### src/rtl/trap_pkg.sv
package trap_pkg;
  typedef enum logic [2:0] {S_IDLE, S_SV_PC, S_SV_NPC, S_SV_PSR, S_LOAD, S_HALT} seq_e;
  typedef enum logic [1:0] {C_NONE, C_TRAP, C_RET, C_FATAL} cmd_e;

  localparam int unsigned TT_W = 8;
  localparam logic [TT_W-1:0] TT_ILLEGAL    = 8'h02;
  localparam logic [TT_W-1:0] TT_PRIVILEGED = 8'h03;
  localparam logic [TT_W-1:0] TT_SW_BASE    = 8'h80;

  // status word bit positions
  localparam int unsigned PSR_S  = 7;
  localparam int unsigned PSR_PS = 6;
  localparam int unsigned PSR_ET = 5;
endpackage

### src/rtl/trap_cause.sv
module trap_cause
  import trap_pkg::*;
(
  input  logic            idle_i,
  input  logic            trap_req_i,
  input  logic [TT_W-1:0] trap_tt_i,
  input  logic            sw_trap_i,
  input  logic [TT_W-2:0] sw_arg_i,
  input  logic            ret_req_i,
  input  logic            et_i,
  input  logic            s_i,
  output cmd_e            cmd_o,
  output logic [TT_W-1:0] tt_o
);
  logic want_trap;

  always_comb begin
    want_trap = 1'b0;
    tt_o      = trap_tt_i;
    cmd_o     = C_NONE;
    if (idle_i) begin
      if (trap_req_i) begin
        want_trap = 1'b1;
      end else if (sw_trap_i) begin
        want_trap = 1'b1;
        tt_o      = TT_SW_BASE | {1'b0, sw_arg_i};
      end else if (ret_req_i) begin
        if (!s_i) begin
          want_trap = 1'b1;
          tt_o      = TT_PRIVILEGED;
        end else if (et_i) begin
          want_trap = 1'b1;
          tt_o      = TT_ILLEGAL;
        end else begin
          cmd_o = C_RET;
        end
      end
      if (want_trap) cmd_o = et_i ? C_TRAP : C_FATAL;
    end
  end
endmodule

### src/rtl/trap_status.sv
module trap_status
  import trap_pkg::*;
#(
  parameter int unsigned XLEN      = 32,
  parameter int unsigned NWIN      = 8,
  parameter int unsigned CWP_W     = $clog2(NWIN),
  parameter bit          RST_SUPER = 1'b0
) (
  input  logic             clk_i,
  input  logic             rst_ni,
  input  cmd_e             cmd_i,
  input  logic [TT_W-1:0]  tt_i,
  output logic             et_o,
  output logic             s_o,
  output logic             ps_o,
  output logic [CWP_W-1:0] cwp_o,
  output logic [TT_W-1:0]  tt_o,
  output logic [XLEN-1:0]  psr_o
);
  localparam logic [CWP_W-1:0] CWP_TOP = CWP_W'(NWIN - 1);

  logic             et_q, s_q, ps_q;
  logic [CWP_W-1:0] cwp_q, cwp_dn, cwp_up;
  logic [TT_W-1:0]  tt_q;

  always_comb begin
    cwp_dn = (cwp_q == '0) ? CWP_TOP : cwp_q - CWP_W'(1);
    cwp_up = (cwp_q == CWP_TOP) ? '0 : cwp_q + CWP_W'(1);
  end

  always_ff @(posedge clk_i or negedge rst_ni) begin
    if (!rst_ni) begin
      et_q  <= 1'b1;
      s_q   <= RST_SUPER;
      ps_q  <= 1'b0;
      cwp_q <= '0;
      tt_q  <= '0;
    end else begin
      case (cmd_i)
        C_TRAP: begin
          et_q  <= 1'b0;
          ps_q  <= s_q;
          s_q   <= 1'b1;
          cwp_q <= cwp_dn;
          tt_q  <= tt_i;
        end
        C_RET: begin
          et_q  <= 1'b1;
          s_q   <= ps_q;
          cwp_q <= cwp_up;
        end
        default: ;
      endcase
    end
  end

  always_comb begin
    psr_o                = '0;
    psr_o[PSR_S]         = s_q;
    psr_o[PSR_PS]        = ps_q;
    psr_o[PSR_ET]        = et_q;
    psr_o[CWP_W-1:0]     = cwp_q;
  end

  assign et_o  = et_q;
  assign s_o   = s_q;
  assign ps_o  = ps_q;
  assign cwp_o = cwp_q;
  assign tt_o  = tt_q;

  p_entry_flags_r2: assert property (@(posedge clk_i) disable iff (!rst_ni)
    (cmd_i == C_TRAP) |=> (!et_q && s_q && (ps_q == $past(s_q))));
  p_cwp_wrap_dn_r2: assert property (@(posedge clk_i) disable iff (!rst_ni)
    (cmd_i == C_TRAP && cwp_q == '0) |=> (cwp_q == CWP_TOP));
  p_ret_flags_r7: assert property (@(posedge clk_i) disable iff (!rst_ni)
    (cmd_i == C_RET) |=> (et_q && (s_q == $past(ps_q))));
  p_cwp_wrap_up_r7: assert property (@(posedge clk_i) disable iff (!rst_ni)
    (cmd_i == C_RET && cwp_q == CWP_TOP) |=> (cwp_q == '0));
  p_status_hold_r9: assert property (@(posedge clk_i) disable iff (!rst_ni)
    (cmd_i == C_NONE) |=> $stable({et_q, s_q, ps_q, cwp_q, tt_q}));
endmodule

### src/rtl/trap_fsm.sv
module trap_fsm
  import trap_pkg::*;
#(
  parameter int unsigned XLEN = 32
) (
  input  logic            clk_i,
  input  logic            rst_ni,
  input  cmd_e            cmd_i,
  input  logic [XLEN-1:0] pc_i,
  input  logic [XLEN-1:0] npc_i,
  input  logic [XLEN-1:0] ret_pc_i,
  input  logic [XLEN-1:0] ret_npc_i,
  input  logic [XLEN-1:0] psr_i,
  input  logic [XLEN-1:0] tbr_i,
  output seq_e            state_o,
  output logic            rf_we_o,
  output logic [1:0]      rf_idx_o,
  output logic [XLEN-1:0] rf_data_o,
  output logic            fetch_o,
  output logic [XLEN-1:0] fetch_pc_o,
  output logic [XLEN-1:0] fetch_npc_o,
  output logic            fatal_o
);
  seq_e            st_q, st_d;
  logic [XLEN-1:0] sv_pc_q, sv_npc_q, sv_psr_q;
  logic [XLEN-1:0] f_pc_q, f_npc_q;
  logic            idle;

  assign idle = (st_q == S_IDLE);

  always_comb begin
    st_d = st_q;
    case (st_q)
      S_IDLE: begin
        case (cmd_i)
          C_TRAP:  st_d = S_SV_PC;
          C_RET:   st_d = S_LOAD;
          C_FATAL: st_d = S_HALT;
          default: st_d = S_IDLE;
        endcase
      end
      S_SV_PC:  st_d = S_SV_NPC;
      S_SV_NPC: st_d = S_SV_PSR;
      S_SV_PSR: st_d = S_LOAD;
      S_LOAD:   st_d = S_IDLE;
      S_HALT:   st_d = S_HALT;
      default:  st_d = S_IDLE;
    endcase
  end

  always_ff @(posedge clk_i or negedge rst_ni) begin
    if (!rst_ni) begin
      st_q     <= S_IDLE;
      sv_pc_q  <= '0;
      sv_npc_q <= '0;
      sv_psr_q <= '0;
      f_pc_q   <= '0;
      f_npc_q  <= '0;
    end else begin
      st_q <= st_d;
      if (idle && cmd_i == C_TRAP) begin
        sv_pc_q  <= pc_i;
        sv_npc_q <= npc_i;
        sv_psr_q <= psr_i;  // status before this edge's update
      end
      if (idle && cmd_i == C_RET) begin
        f_pc_q  <= ret_pc_i;
        f_npc_q <= ret_npc_i;
      end
      if (st_q == S_SV_PSR) begin
        f_pc_q  <= tbr_i;
        f_npc_q <= tbr_i + XLEN'(4);
      end
    end
  end

  always_comb begin
    rf_we_o   = 1'b0;
    rf_idx_o  = 2'd0;
    rf_data_o = '0;
    case (st_q)
      S_SV_PC:  begin rf_we_o = 1'b1; rf_idx_o = 2'd0; rf_data_o = sv_pc_q;  end
      S_SV_NPC: begin rf_we_o = 1'b1; rf_idx_o = 2'd1; rf_data_o = sv_npc_q; end
      S_SV_PSR: begin rf_we_o = 1'b1; rf_idx_o = 2'd2; rf_data_o = sv_psr_q; end
      default: ;
    endcase
  end

  assign state_o     = st_q;
  assign fetch_o     = (st_q == S_LOAD);
  assign fetch_pc_o  = f_pc_q;
  assign fetch_npc_o = f_npc_q;
  assign fatal_o     = (st_q == S_HALT);

  p_save_pc_r3: assert property (@(posedge clk_i) disable iff (!rst_ni)
    (idle && cmd_i == C_TRAP) |=> (rf_we_o && rf_idx_o == 2'd0 && rf_data_o == $past(pc_i)));
  p_save_order_r3: assert property (@(posedge clk_i) disable iff (!rst_ni)
    (rf_we_o && rf_idx_o != 2'd2) |=> (rf_we_o && rf_idx_o == $past(rf_idx_o) + 2'd1));
  p_handler_fetch_r4: assert property (@(posedge clk_i) disable iff (!rst_ni)
    (rf_we_o && rf_idx_o == 2'd2) |=> (fetch_o && fetch_pc_o == $past(tbr_i)
                                       && fetch_npc_o == $past(tbr_i) + XLEN'(4)));
  p_fatal_sticky_r6: assert property (@(posedge clk_i) disable iff (!rst_ni)
    fatal_o |=> (fatal_o && !rf_we_o && !fetch_o));
  p_ret_fetch_r7: assert property (@(posedge clk_i) disable iff (!rst_ni)
    (idle && cmd_i == C_RET) |=> (fetch_o && fetch_pc_o == $past(ret_pc_i)
                                  && fetch_npc_o == $past(ret_npc_i)));
  p_busy_quiet_r9: assert property (@(posedge clk_i) disable iff (!rst_ni)
    (!idle) |-> (cmd_i == C_NONE));
endmodule

### src/rtl/trap_seq.sv
module trap_seq
  import trap_pkg::*;
#(
  parameter int unsigned XLEN      = 32,
  parameter int unsigned NWIN      = 8,
  parameter bit          RST_SUPER = 1'b0,
  localparam int unsigned CWP_W    = $clog2(NWIN),
  localparam int unsigned TBA_W    = XLEN - 12
) (
  input  logic             clk_i,
  input  logic             rst_ni,
  input  logic             trap_req_i,
  input  logic [7:0]       trap_tt_i,
  input  logic             sw_trap_i,
  input  logic [6:0]       sw_arg_i,
  input  logic             ret_req_i,
  input  logic [XLEN-1:0]  ret_pc_i,
  input  logic [XLEN-1:0]  ret_npc_i,
  input  logic [XLEN-1:0]  pc_i,
  input  logic [XLEN-1:0]  npc_i,
  input  logic [TBA_W-1:0] tba_i,
  output logic             busy_o,
  output logic             fatal_o,
  output logic             rf_we_o,
  output logic [CWP_W-1:0] rf_win_o,
  output logic [1:0]       rf_idx_o,
  output logic [XLEN-1:0]  rf_data_o,
  output logic             fetch_o,
  output logic [XLEN-1:0]  fetch_pc_o,
  output logic [XLEN-1:0]  fetch_npc_o,
  output logic             et_o,
  output logic             s_o,
  output logic             ps_o,
  output logic [CWP_W-1:0] cwp_o,
  output logic [XLEN-1:0]  tbr_o
);
  cmd_e             cmd;
  seq_e             state;
  logic [TT_W-1:0]  tt_sel, tt_q;
  logic [XLEN-1:0]  psr, tbr;
  logic             et, s, ps;
  logic [CWP_W-1:0] cwp;

  trap_cause u_cause (
    .idle_i     (state == S_IDLE),
    .trap_req_i (trap_req_i),
    .trap_tt_i  (trap_tt_i),
    .sw_trap_i  (sw_trap_i),
    .sw_arg_i   (sw_arg_i),
    .ret_req_i  (ret_req_i),
    .et_i       (et),
    .s_i        (s),
    .cmd_o      (cmd),
    .tt_o       (tt_sel)
  );

  trap_status #(
    .XLEN      (XLEN),
    .NWIN      (NWIN),
    .CWP_W     (CWP_W),
    .RST_SUPER (RST_SUPER)
  ) u_status (
    .clk_i  (clk_i),
    .rst_ni (rst_ni),
    .cmd_i  (cmd),
    .tt_i   (tt_sel),
    .et_o   (et),
    .s_o    (s),
    .ps_o   (ps),
    .cwp_o  (cwp),
    .tt_o   (tt_q),
    .psr_o  (psr)
  );

  assign tbr = {tba_i, tt_q, 4'b0000};

  trap_fsm #(
    .XLEN (XLEN)
  ) u_fsm (
    .clk_i       (clk_i),
    .rst_ni      (rst_ni),
    .cmd_i       (cmd),
    .pc_i        (pc_i),
    .npc_i       (npc_i),
    .ret_pc_i    (ret_pc_i),
    .ret_npc_i   (ret_npc_i),
    .psr_i       (psr),
    .tbr_i       (tbr),
    .state_o     (state),
    .rf_we_o     (rf_we_o),
    .rf_idx_o    (rf_idx_o),
    .rf_data_o   (rf_data_o),
    .fetch_o     (fetch_o),
    .fetch_pc_o  (fetch_pc_o),
    .fetch_npc_o (fetch_npc_o),
    .fatal_o     (fatal_o)
  );

  assign busy_o   = (state != S_IDLE) && (state != S_HALT);
  assign rf_win_o = cwp;
  assign et_o     = et;
  assign s_o      = s;
  assign ps_o     = ps;
  assign cwp_o    = cwp;
  assign tbr_o    = tbr;

  p_saved_word_r3: assert property (@(posedge clk_i) disable iff (!rst_ni)
    (rf_we_o && rf_idx_o == 2'd2) |-> (rf_data_o[PSR_ET] && !et && s));
  p_fatal_frozen_r6: assert property (@(posedge clk_i) disable iff (!rst_ni)
    fatal_o |=> $stable({et, s, ps, cwp, tt_q}));
  p_sw_type_r5: assert property (@(posedge clk_i) disable iff (!rst_ni)
    (state == S_IDLE && et && !trap_req_i && sw_trap_i)
      |=> (tt_q == {1'b1, $past(sw_arg_i)}));
endmodule

### config.mk
export PLATFORM = sky130hd
export DESIGN_NAME = trap_seq
export DESIGN_NICKNAME = d
export VERILOG_FILES = /design/src/rtl/trap_pkg.sv /design/src/rtl/trap_cause.sv /design/src/rtl/trap_status.sv /design/src/rtl/trap_fsm.sv /design/src/rtl/trap_seq.sv
export SDC_FILE = /design/constraint.sdc
export NUM_CORES = 1
export LEC_CHECK = 0
export ABC_AREA = 0
export BUFFER_PORTS_ARGS = -buffer_cell sky130_fd_sc_hd__buf_4
export CAP_MARGIN = 25
export CORE_MARGIN = 2
export CORE_UTILIZATION = 47
export DETAILED_ROUTE_END_ITERATION = 16
export PLACE_DENSITY = 0.86
export SLEW_MARGIN = 25
export SYNTH_ARGS = -nofsm -noshare
export SYNTH_HDL_FRONTEND = slang
export SYNTH_SLANG_ARGS = --single-unit
### constraint.sdc
create_clock -name clk_i -period 2.6 [get_ports clk_i]
set_input_delay 0.26 -clock clk_i [delete_from_list [all_inputs] [get_ports clk_i]]
set_output_delay 0.26 -clock clk_i [all_outputs]
set_load 0.01 [all_outputs]
### Yosys cells after proc, flatten, opt, wreduce, memory -nomap -nowiden

Cells that the tools add are included.
Widths: inputs -> output; s select.

| operators by class | value |
|---|---|
| $add $sub $neg | 3 |
| equal/unequal tests | 10 |
| multiplexer cells | 34 |
| reductions and logical operators | 9 |

Operator list:

| operator | count |
|---|---|
| $mux 32 | 4 |
| $pmux 32 s3 | 1 |
| $mux 8 | 6 |
| $add 32x3->32 const B | 1 |
| $mux 2 | 8 |
| $pmux 3 s5 | 1 |
| $eq 3x3->1 const B | 3 |
| $pmux 3 s3 | 1 |
| $mux 1 | 7 |
| $eq 3x2->1 const B | 2 |
| $logic_not 3->1 | 2 |
| $mux 3 | 2 |
| $pmux 3 s2 | 1 |
| $eq 2x2->1 const B | 2 |
| $pmux 1 s2 | 2 |
| $pmux 2 s2 | 1 |
| $reduce_bool 2->1 | 2 |
| $add 3x1->3 const B | 1 |
| $eq 3x1->1 const B | 1 |
| $logic_and 1x1->1 | 3 |
| $ne 3x3->1 const B | 1 |
| $reduce_bool 3->1 | 1 |
| $reduce_or 3->1 | 1 |
| $sub 3x1->3 const B | 1 |
| $eq 2x1->1 const B | 1 |

| word-level totals | value |
|---|---|
| word-level logic and storage cells | 67 |
| register bits after elaboration | 151 |
| input port bits | 168 |

### Longest topological paths before layout

Gate-level depths: netlist of run 1.

| logic depth | value |
|---|---|
| depth in word-level cells | 12 |
| gate-level depth with buffers | 11 |
| mapped depth without buffers | 9 |

### Modules after synthesis

Synthesis of run 1 repeated with hierarchy kept, for this count alone.

| second synthesis, totals | value |
|---|---|
| cell total of the unflattened synthesis | 880 |
| area total of the unflattened synthesis | 9212.6 um^2 |

By module, submodules not included:

| module | times used | sequential area each (um^2) | area each (um^2) | cells each |
|---|---|---|---|---|
| trap_fsm | 1 | 4078.9 | 7850.0 | 730 |
| trap_status | 1 | 351.6 | 908.4 | 86 |
| trap_cause | 1 | 0.0 | 227.7 | 33 |
| trap_seq | 1 | 0.0 | 226.5 | 31 |

### Least setup slack after synthesis of run 1

Ideal clock, no wire load.

| path | value |
|---|---|
| kind | register -> register |
| start | reg u_fsm.st_q[0], in the netlist u_fsm.state_o[0] |
| end | reg u_fsm.f_pc_q[10], in the netlist u_fsm.fetch_pc_o[10] |
| path buffers | 4 |
| setup slack | 0.204 ns |
| setup time | 0.123 ns |
| stages on the path, launching flop included | 11 |
| arrival time | 2.273 ns |
| cell sequence | dfrtp_1 buf_4 or3_4 or3_1 inv_1 ha_1 buf_2 nand2_1 buf_2 buf_2 o221a_2 |

| on the way | value |
|---|---|
| cells in the longest elaborated chain, start to end | 5 |
| elaborated cells on any way between the ends | 7 |
| classes of those cells | eq/ne: 2; mux: 2; reduce/logical: 3 |

Ends and longest elaborated chain:

| what | RTL line | text |
|---|---|---|
| from (decl) | trap_fsm.sv:24 | `seq_e st_q, st_d;` |
| from (signal assigned) | trap_fsm.sv:60 | `st_q <= st_d;` |
| $logic_not 3->1 | trap_fsm.sv:29, trap_seq.sv:45 |  |
| $mux 2 | trap_cause.sv:21 | `if (idle_i) begin` |
| $eq 2x2->1 | trap_fsm.sv:66 | `if (idle && cmd_i == C_RET) begin` |
| $logic_and 1x1->1 | trap_fsm.sv:66 |  |
| $reduce_bool 2->1 (no source line) | n/a |  |
| to (signal assigned) | trap_fsm.sv:67 | `f_pc_q <= ret_pc_i;` |
| to (signal assigned) | trap_fsm.sv:71 | `f_pc_q <= tbr_i;` |
| to (decl) | trap_fsm.sv:26 | `logic [XLEN-1:0] f_pc_q, f_npc_q;` |

Several ways; a longest one is shown, not always the timed one.
A chain may end at the register's enable or synchronous reset.

### Worst setup path after layout of run 1

| path | value |
|---|---|
| start | reg u_fsm.st_q[1], in the netlist u_fsm.state_o[1] |
| end | reg u_fsm.sv_pc_q[23] |

| on the way | value |
|---|---|
| cells in the longest elaborated chain, start to end | 4 |

Ends and longest elaborated chain:

| what | RTL line | text |
|---|---|---|
| $logic_not 3->1 * | trap_fsm.sv:29, trap_seq.sv:45 |  |
| $mux 2 | trap_cause.sv:21 |  |
| $eq 2x1->1 | trap_fsm.sv:61 | `if (idle && cmd_i == C_TRAP) begin` |
| $logic_and 1x1->1 * | trap_fsm.sv:61 |  |
| to (signal assigned) | trap_fsm.sv:62 | `sv_pc_q <= pc_i;` |
| to (decl) | trap_fsm.sv:25 | `logic [XLEN-1:0] sv_pc_q, sv_npc_q, sv_psr_q;` |

Every way passes the cells marked *; elsewhere a longest branch is shown, timed or not.

==> reports/metrics.csv, run 1 <==
stage;metric;value;unit
cells_and_area;antenna-diode-count;0;
synthesis;netlist_instances;517;
cells_and_area;final_common_cell;buf_4;
global_routing;grt_pass1_vias;5756;
clock_network;root_buffer;clkbuf_16;
sta;report.final.setup_viol;0;
setup_path;critical_path.cell_chain;or3_4 > a21oi_1 > ha_1 > and2_2 > buf_12 > mux2_1;
floorplan;die_area;15600;um^2
global_routing;grt_max_degree;70;
placed_design;routabilityCongestion;0.942;
power;power_density;1260;nW/um^2
clock_network;insertion_delay;0.42;ns
power;power;12.4;mW
setup_path;path_max_fanout;30;
synthesis;async_reset_ff_share;100;%
setup_path;start_kind;flop;
setup_path;crit_required;2.90;ns
placed_design;pre_cts_slack;0.139;ns
setup_path;critical_path_class;flop to flop;
setup_path;worstPathArrival;2.78;ns
sta;min_period;2.48;ns
sta;max-slew-margin-rel;59.0;%
clock_network;clk_pin_slew;0.06;ns
cells_and_area;fin_cells;994;
route;drtIter0Drc;310;
sta;finalMaxSlewViolations;0;
clock_network;cts.sinks;151;
route;drc_errors;0;
cells_and_area;layout.nets;972;
floorplan;die_h;125;um
floorplan;fp-row-count;44;
clock_network;cts_max_path_buffers;2;
cells_and_area;final_cell_mix;buf_4 (318), dfrtp_1 (150), mux2_1 (70);
sta;max_freq;403;MHz
synthesis;synth_area;6880;um^2
floorplan;io_pins;311;
clock_network;tritoncts;yes;
synthesis;yosys.area.top_type;dfrtp_1;
floorplan;coreArea;14400;um^2
setup_path;worst_setup_path_end_kind;flop;
synthesis;yosys_warnings;0;
synthesis;synth-seq-area-share;55.0;%
cells_and_area;fillers;995;
sta;hold_viol_final;0;
route;drt_pass1_iterations;4;
route;ant_nets;0;
route;post_drt_wl_per_cell;19.6;um
placed_design;io_buffers;306;
clock_network;cts_resized;0;
sta;setup_ws;0.118;ns
sta;worstMarginPinSlew;0.614;ns
synthesis;synth-edff-count;0;
setup_path;max_stage_delay;0.43;ns
global_routing;grt-ovfl-total;0;
hold_path;hp-class;input port to flop;
sta;fin_setup_tns;0;ns
synthesis;avgSynthCellArea;13.3;um^2
cells_and_area;drive_gt1_share;53.0;%
route;vias;5441;
clock_network;cts_buffers;17;
sta;finalCritPeriodShare;95.5;%
synthesis;synthTopCellsByArea;dfrtp_1 (55%), mux2_1 (11%), o221a_2 (8.8%);
power;leakagePower;4.61;nW
sta;rsz0062_at_grt;no;
synthesis;synth_ff_type;dfrtp_1;
synthesis;synth_seq_cells;151;
global_routing;antenna_found_initial;0;
cells_and_area;syn2layout_area_growth;42.3;%
setup_path;rrSetupSlack;0.12;ns
floorplan;die_w;125;um
route;via_per_inst;5.47;
global_routing;grt_usage;25.0;%
job;timing.max_cap.violations;0;
placed_design;dp.cells;961;
setup_path;slowest_stage;and2_2;
run_status;outcome;completed;
synthesis;synth_top_area_share;54.6;%
route;totalWireLength;19500;um
synthesis;netlist-cell-type-count;41;
floorplan;start_util;47.7;%
clock_network;h-tree-depth;4;
power;vdd_drop_max;0.731;mV
global_routing;grt_pass1_wl;30900;um
placed_design;dp_hpwl;14300;um
sta;fin_skew;0.0179;ns
## layout make-up
cell class | instances | area [um^2] | share of cell area (%)
Sequential cell | 151 | 3780 | 38.6
Multi-Input combinational cell | 293 | 2630 | 26.9
Tap cell | 184 | 230 | 2.35
Timing Repair Buffer | 324 | 2490 | 25.4
Inverter | 10 | 37.5 | 0.383
Clock inverter | 13 | 168 | 1.71
Clock buffer | 19 | 453 | 4.63
## per-stage QoR
stage                     utilization [%]  instance area [um^2]  hold slack [ns]
after floorplan                         -                  6890          -0.0356
after global placement               63.5                  9160            0.252
after detailed placement             63.5                  9160            0.263
after CTS                            67.9                  9790           0.0328
after global routing                 67.9                  9790           0.0294
final                                67.9                  9790           0.0488
## synthesized netlist by cell type, drive strengths merged (2+ instances only)
master    n
mux2     78
nor3b     2
xnor2     2
a31oi     4
inv      10
ha        7
nor3      6
o21ai     5
and2      4
a21oi     4
buf      58
clkbuf    8
a22o     34
nand2     6
a221oi    2
nor2b     8
dfrtp   150
o221a    56
or3       2
nand2b   31
a22oi     6
nor2     19
a221o     6
## final timing paths
path | from | to | cells past startpoint
max | u_fsm.state_o[1] | u_fsm.sv_pc_q[23] | 6
min | npc_i[5] | u_fsm.sv_npc_q[5] | 2
max reg2reg | u_fsm.state_o[1] | u_fsm.sv_pc_q[23] | 6
min reg2reg | u_fsm.sv_psr_q[2] | u_fsm.sv_psr_q[2] | 1
max in group asynchronous | rst_ni | u_fsm.fetch_npc_o[21] | 3
min in group asynchronous | rst_ni | u_fsm.fetch_npc_o[7] | 2
## state kept, by name (all words and copies together) (netlist names)
signal             count
u_fsm.sv_npc_q        32
u_status.ps_o          1
u_status.tt_o          8
u_fsm.sv_pc_q         32
u_status.et_o          1
u_status.s_o           1
u_fsm.fetch_npc_o     32
u_status.cwp_o         3
u_fsm.fetch_pc_o      32
u_fsm.sv_psr_q         6
u_fsm.state_o          3
## worst max-delay path, delay by kind of cell (launching register included)
family                   cells  cell delay, ns
AO/OA/AOI/OAI                1            0.27
adder cells (fa/ha/maj)      1            0.23
buffers and inverters        1            0.26
flip-flops                   1            0.38
multiplexers                 1            0.36
AND/OR/NAND/NOR              2            0.84
## power breakdown
group	switching, mW	leakage [nW]	internal (mW)	total (mW)
sequential	0.704	1.75	3.49	4.19
combinational	2.56	2.57	3.03	5.59
clock	1.01	0.289	1.57	2.57
total	4.27	4.61	8.09	12.4
## kinds of logic after synthesis
| family | count (synthesis) | share of synthesized area (%) |
|---|---|---|
| buf+inv | 76 | 7.15 |
| compound gates | 119 | 16.5 |
| fa+ha+maj | 7 | 1.27 |
| mux | 78 | 12.8 |
| simple gates | 82 | 6.86 |
| other cells | 1 | 0.0545 |
| flops | 151 | 55.0 |
| xor+xnor | 3 | 0.382 |
## routing by layer
| layer | track usage (%) | wire, um | up-vias | share of wire (%) |
|---|---|---|---|---|
| met5 | 0 | 0 | - | 0 |
| met4 | 8.10 | 378 | 0 | 1.9 |
| met3 | 10.0 | 1660 | 29 | 8.5 |
| met2 | 42.6 | 10100 | 257 | 52 |
| met1 | 29.0 | 7400 | 2702 | 38 |
| li1 | - | - | 2453 | - |
## repair_timing
action	in CTS	in global routing
hold buffers	1	0
setup buffers	0	0
hold endpoints to repair	56	0
(Power assumes the default switching activity.)
==> run 2, diff against run 1 <==
- CORE_UTILIZATION: 47 -> 30
- PLACE_DENSITY: 0.86 -> 0.61
- RECOVER_POWER: not set -> 50
==> run 2 against run 1 <==
- power is 3.8% lower
- worst hold slack improved by 0.012 ns
- via count down 2.2%
- largest power group unchanged
==> reports/metrics.csv, run 2 (synthesized netlist as in run 1, its figures left out) <==
stage;metric;value;unit;change
run_status;outcome;completed;;unchanged
setup_path;start_kind;flop;;unchanged
job;timing.max_cap.violations;0;;unchanged
global_routing;grt_pass1_vias;5278;;was 5756
cells_and_area;antenna-diode-count;0;;unchanged
power;leakagePower;4.38;nW;was 4.61 nW
cells_and_area;syn2layout_area_growth;40.0;%;was 42.3%
global_routing;grt-ovfl-total;0;;unchanged
clock_network;tritoncts;yes;;unchanged
floorplan;fp-row-count;55;;was 44
sta;setup_ws;0.207;ns;was 0.118 ns
sta;worstMarginPinSlew;1.21;ns;was 0.614 ns
route;via_per_inst;4.85;;was 5.47
sta;rsz0062_at_grt;no;;unchanged
floorplan;io_pins;311;;unchanged
setup_path;crit_start;u_fsm.state_o[1];;unchanged
setup_path;path_max_fanout;25;;was 30
cells_and_area;drive_gt1_share;44.5;%;was 53.0%
sta;fin_setup_tns;0;ns;unchanged
power;vdd_drop_max;0.476;mV;was 0.731 mV
global_routing;grt_pass1_wl;30300;um;was 30900 um
setup_path;r2r_cells;6;;unchanged
clock_network;insertion_delay;0.41;ns;was 0.42 ns
sta;report.final.setup_viol;0;;unchanged
clock_network;cts_buffers;17;;unchanged
floorplan;start_util;30.5;%;was 47.7%
placed_design;dp.cells;1067;;was 961
cells_and_area;final_common_cell;buf_4;;unchanged
setup_path;crit_required;2.88;ns;was 2.90 ns
clock_network;h-tree-depth;4;;unchanged
global_routing;grt_usage;16.2;%;was 25.0%
setup_path;worst_setup_path_end_kind;flop;;unchanged
route;drc_errors;0;;unchanged
setup_path;regToRegEndpoint;u_fsm.sv_pc_q[24];;was u_fsm.sv_pc_q[23]
power;power;11.9;mW;was 12.4 mW
sta;min_period;2.39;ns;was 2.48 ns
clock_network;cts_resized;0;;unchanged
setup_path;critical_path_class;flop to flop;;unchanged
route;totalWireLength;20100;um;was 19500 um
sta;finalCritPeriodShare;92.0;%;was 95.5%
clock_network;clk_pin_slew;0.06;ns;about the same
sta;hold_viol_final;0;;unchanged
sta;max_freq;418;MHz;was 403 MHz
floorplan;coreArea;22600;um^2;was 14400 um^2
sta;finalMaxSlewViolations;0;;unchanged
placed_design;dp_hpwl;14900;um;was 14300 um
clock_network;cts.sinks;151;;unchanged
power;power_density;1240;nW/um^2;was 1260 nW/um^2
floorplan;die_h;155;um;was 125 um
floorplan;die_area;24100;um^2;was 15600 um^2
floorplan;die_w;155;um;was 125 um
cells_and_area;fin_cells;1097;;was 994
route;vias;5324;;was 5441
route;post_drt_wl_per_cell;18.4;um;was 19.6 um
placed_design;pre_cts_slack;0.200;ns;was 0.139 ns
clock_network;root_buffer;clkbuf_16;;unchanged
setup_path;critPathCapture;u_fsm.sv_pc_q[24];;was u_fsm.sv_pc_q[23]
clock_network;cts_setup_buffers;0;;unchanged
route;drtIter0Drc;214;;was 310
route;ant_nets;0;;unchanged
cells_and_area;layout.nets;977;;was 972
placed_design;routabilityCongestion;0.778;;was 0.942
clock_network;cts_hold_buf;1;;unchanged
clock_network;cts_max_path_buffers;2;;unchanged
setup_path;r2r-start;u_fsm.state_o[1];;unchanged
cells_and_area;final_cell_mix;buf_4 (254), dfrtp_1 (150), mux2_1 (70), clkbuf_1 (70), o221a_2 (54);;was buf_4 (318), dfrtp_1 (150), mux2_1 (70)
sta;fin_skew;0.00713;ns;was 0.0179 ns
setup_path;worstPathArrival;2.68;ns;was 2.78 ns
placed_design;io_buffers;306;;unchanged
route;drt_pass1_iterations;4;;unchanged
sta;max-slew-margin-rel;19.3;%;was 59.0%
setup_path;rrSetupSlack;0.21;ns;was 0.12 ns
cells_and_area;fillers;2211;;was 995
global_routing;grt_max_degree;93;;was 70
hold_path;hp-class;input port to flop;;unchanged
cells_and_area;utilization;42.7;%;was 67.9%
global_routing;antenna_found_initial;0;;unchanged
==> run 2: changes by cell type in the layout (fill, tap and decap cells not counted), sizes merged <==
cell / change
bufinv: -1
inv: -2
clkbuf: +71
clkinvlp: -3
clkinv: +1
buf: -64
==> run 2: final cells by class <==
cell class	instances	area, um^2	share of cell area, %
inverters	10	37.5	0.390
clock buffers	21	470	4.89
well taps	285	357	3.70
clock inverters	8	98.8	1.03
repair buffers	329	2250	23.4
flip-flops and latches	151	3780	39.3
multi-input cells	293	2630	27.3
==> run 2: stage by stage <==
step / area [um^2] / hold WS, ns
floorplan: 6890 / -0.0356
global placement: 9320 / 0.119
detailed placement: 9320 / 0.119
CTS: 9900 / 0.0382
global route: 9630 / 0.0368
finish: 9630 / 0.0603
==> run 2: routing by layer <==
layer,part of all wire (%),up-vias,GRT usage (%),wire (um)
li1,-,2477,-,-
met1,43,2615,20.0,8580
met2,49,212,27.0,9820
met3,7.1,20,5.21,1440
met4,1.5,0,4.98,306
met5,0,-,0,0
==> run 2: where the power goes <==
group | leakage [nW] | switching (mW) | internal [mW]
Combinational | 2.35 | 2.54 | 2.79
Sequential | 1.75 | 0.657 | 3.49
Clock | 0.277 | 0.942 | 1.47
Total | 4.38 | 4.14 | 7.75
==> run 2: critical path: stages, from the launching register on <==
cell and delay [ns]:
dfrtp_1 0.37, or3_4 0.40, a21oi_1 0.26, ha_1 0.31, and2_4 0.33, buf_12 0.22, mux2_1 0.35
==> run 2: worst min path at each step <==
| stage | startpoint | to | slack, ns | cells past startpoint |
|---|---|---|---|---|
| 3_5_place_dp | rst_ni | u_fsm.fetch_npc_o[9] | 0.12 | 1 |
| 3_3_place_gp | rst_ni | u_fsm.fetch_npc_o[9] | 0.12 | 1 |
| 4_1_cts | npc_i[11] | u_fsm.sv_npc_q[11] | 0.04 | 2 |
| 6_report | npc_i[11] | u_fsm.sv_npc_q[11] | 0.06 | 2 |
| 2_1_floorplan | rst_ni | u_fsm.fetch_npc_o[0] | -0.04 | 0 |
| 5_1_grt | pc_i[19] | u_fsm.sv_pc_q[19] | 0.04 | 2 |
==> run 3, diff against run 2 <==
- CORE_UTILIZATION: 30 -> 40
- PLACE_DENSITY: 0.61 -> 0.67
==> run 3 against run 2 <==
- first-iteration DRC count down 5.1%
- critical path depth did not move
- non-clock buffer count fell by 6
- worst hold slack worse by 0.0056 ns
- largest power group unchanged
- power grew 0.15%
- setup slack worse by 0.044 ns
- die area fell by 24%
- sequential power barely moved
==> reports/metrics.csv, run 3 (synthesized netlist as in run 1, its figures left out) <==
stage;metric;value;unit;change
run_status;outcome;completed;;unchanged
route;drt_pass1_iterations;5;;was 4
global_routing;grt_pass1_vias;5664;;was 5278
sta;max-slew-margin-rel;30.6;%;was 19.3%
sta;report.final.setup_viol;0;;unchanged
global_routing;grt_pass1_wl;29800;um;was 30300 um
sta;worstMarginPinSlew;1.04;ns;was 1.21 ns
cells_and_area;antenna-diode-count;0;;unchanged
power;leakagePower;4.35;nW;was 4.38 nW
sta;max_freq;410;MHz;was 418 MHz
route;post_drt_wl_per_cell;19.0;um;was 18.4 um
setup_path;regToRegEndpoint;u_fsm.sv_npc_q[30];;was u_fsm.sv_pc_q[24]
power;power.internal;7.81;mW;was 7.75 mW
placed_design;pre_cts_slack;0.0627;ns;was 0.200 ns
floorplan;die_area;18300;um^2;was 24100 um^2
floorplan;die_w;135;um;was 155 um
cells_and_area;seq_area;3780;um^2;unchanged
clock_network;cts_buffers;17;;unchanged
global_routing;grt_max_degree;71;;was 93
floorplan;io_pins;311;;unchanged
setup_path;worstPathArrival;2.73;ns;was 2.68 ns
power;swShare;34.4;%;was 34.8%
setup_path;crit_start;u_fsm.state_o[1];;unchanged
setup_path;r2r-start;u_fsm.state_o[1];;unchanged
job;timing.max_cap.violations;0;;unchanged
setup_path;max_stage_delay;0.40;ns;about the same
route;ant_nets;0;;unchanged
setup_path;path_max_fanout;70;;was 25
sta;rsz0062_at_grt;no;;unchanged
route;totalWireLength;19500;um;was 20100 um
clock_network;h-tree-depth;4;;unchanged
power;vdd_drop_max;0.567;mV;was 0.476 mV
sta;fin_skew;0.00700;ns;was 0.00713 ns
floorplan;die_h;135;um;was 155 um
power;power_frac_seq;34.7;%;was 34.9%
clock_network;cts.sinks;151;;unchanged
clock_network;tritoncts;yes;;unchanged
clock_network;insertion_delay;0.42;ns;was 0.41 ns
cells_and_area;layout.nets;971;;was 977
setup_path;critPathCapture;u_fsm.sv_npc_q[30];;was u_fsm.sv_pc_q[24]
placed_design;io_buffers;306;;unchanged
clock_network;root_buffer;clkbuf_16;;unchanged
clock_network;cts_setup_buffers;0;;unchanged
cells_and_area;syn2layout_area_growth;38.2;%;was 40.0%
global_routing;grt-ovfl-total;0;;unchanged
sta;finalMaxSlewViolations;0;;unchanged
sta;min_period;2.44;ns;was 2.39 ns
route;drtIter0Drc;203;;was 214
cells_and_area;final_common_cell;buf_4;;unchanged
setup_path;slowest_stage;or3_4;;unchanged
hold_path;hp-class;input port to flop;;unchanged
setup_path;worst_setup_path_end_kind;flop;;unchanged
cells_and_area;multi_input_area;2630;um^2;about the same
clock_network;clk_pin_slew;0.06;ns;about the same
setup_path;r2r_cells;6;;unchanged
cells_and_area;final_cell_mix;buf_4 (248), dfrtp_1 (150), mux2_1 (70), clkbuf_1 (70), o221a_2 (54);;was buf_4 (254), dfrtp_1 (150), mux2_1 (70), clkbuf_1 (70), o221a_2 (54)
floorplan;fp-row-count;47;;was 55
placed_design;dp_hpwl;14300;um;was 14900 um
global_routing;antenna_found_initial;0;;unchanged
sta;finalCritPeriodShare;93.7;%;was 92.0%
route;drc_errors;0;;unchanged
setup_path;crit_required;2.89;ns;was 2.88 ns
route;via_per_inst;5.23;;was 4.85
setup_path;rrSetupSlack;0.16;ns;was 0.21 ns
floorplan;coreArea;16700;um^2;was 22600 um^2
route;vias;5358;;was 5324
placed_design;routabilityCongestion;0.813;;was 0.778
cells_and_area;drive_gt1_share;44.1;%;was 44.5%
global_routing;grt_usage;21.0;%;was 16.2%
setup_path;start_kind;flop;;unchanged
setup_path;critical_path_class;flop to flop;;unchanged
setup_path;critical_path.cell_chain;or3_4 > a21oi_1 > ha_2 > and2_2 > buf_12 > mux2_1;;was or3_4 > a21oi_1 > ha_1 > and2_4 > buf_12 > mux2_1
power;power_density;1250;nW/um^2;was 1240 nW/um^2
sta;setup_ws;0.163;ns;was 0.207 ns
power;clkPwrFrac;20.9;%;was 20.3%
clock_network;cts_max_path_buffers;2;;unchanged
floorplan;start_util;41.2;%;was 30.5%
cells_and_area;fillers;1496;;was 2211
power;p_sw;4.10;mW;was 4.14 mW
sta;fin_setup_tns;0;ns;unchanged
power;combPwrFrac;44.4;%;was 44.8%
sta;hold_viol_final;0;;unchanged
==> run 3: changes by cell type in the layout (fill, tap and decap cells not counted), sizes merged <==
cell and change:
clkinv +1, inv -1, clkbuf +1, bufinv +2
buf -9, clkinvlp -1
==> run 3: worst max-delay path, delay by kind of cell (launching register included) <==
kind / cells / cell delay (ns)
multiplexers: 1 / 0.37
AO/OA/AOI/OAI: 1 / 0.26
AND/OR/NAND/NOR: 2 / 0.60
flip-flops: 1 / 0.37
adder cells (fa/ha/maj): 1 / 0.33
buffers and inverters: 1 / 0.33
==> run 3: what timing repair did <==
action / CTS / global route
endpoints found under the hold margin: 38 / 0
setup endpoints to repair: 0 / 60
gates resized for setup: 0 / 1
hold buffers: 1 / 0
==> run 3: power groups by stage <==
stage                     Clock, mW  Sequential, mW  Combinational, mW
after global routing           2.65            4.27               5.76
after CTS                      2.54            4.14               5.64
after floorplan                   0            4.26               3.12
after detailed placement          0            4.17               5.60
after global placement            0            4.11               5.45
final                          2.48            4.14               5.29
==> run 3: cell type report <==
type	instances	area share [%]
inverter	10	0.395
sequential	151	39.8
clock buffer	19	4.56
multi-input combinational	293	27.7
timing repair buffer	323	23.0
clock inverter	9	1.63
tap	220	2.90
==> run 3: metal layers <==
layer	track usage, %	part of all wire (%)
met3	7.66	9.6
met2	35.4	49
met1	24.6	39
met4	7.81	2.4
met5	0	0
==> run 3: worst min path at each step <==
stage,start,endpoint,depth (start not counted)
6_report,npc_i[9],u_fsm.sv_npc_q[9],2
5_1_grt,pc_i[6],u_fsm.sv_pc_q[6],2
4_1_cts,npc_i[9],u_fsm.sv_npc_q[9],2
3_5_place_dp,rst_ni,u_fsm.fetch_npc_o[10],1
3_3_place_gp,rst_ni,u_fsm.fetch_pc_o[15],1
2_1_floorplan,rst_ni,u_fsm.fetch_npc_o[0],0
==> run 3: through the flow <==
stage          utilization (%)  instances  cell area, um^2  hold WS (ns)  total power, mW
2_1_floorplan                -        520             6890       -0.0356             7.39
3_3_place_gp              55.0        996             9180         0.201             9.56
3_5_place_dp              55.0        996             9180         0.204             9.78
4_1_cts                   58.6       1025             9780        0.0370             12.3
5_1_grt                   56.9       1025             9500        0.0391             12.7
6_report                  56.9       1025             9500        0.0547             11.9
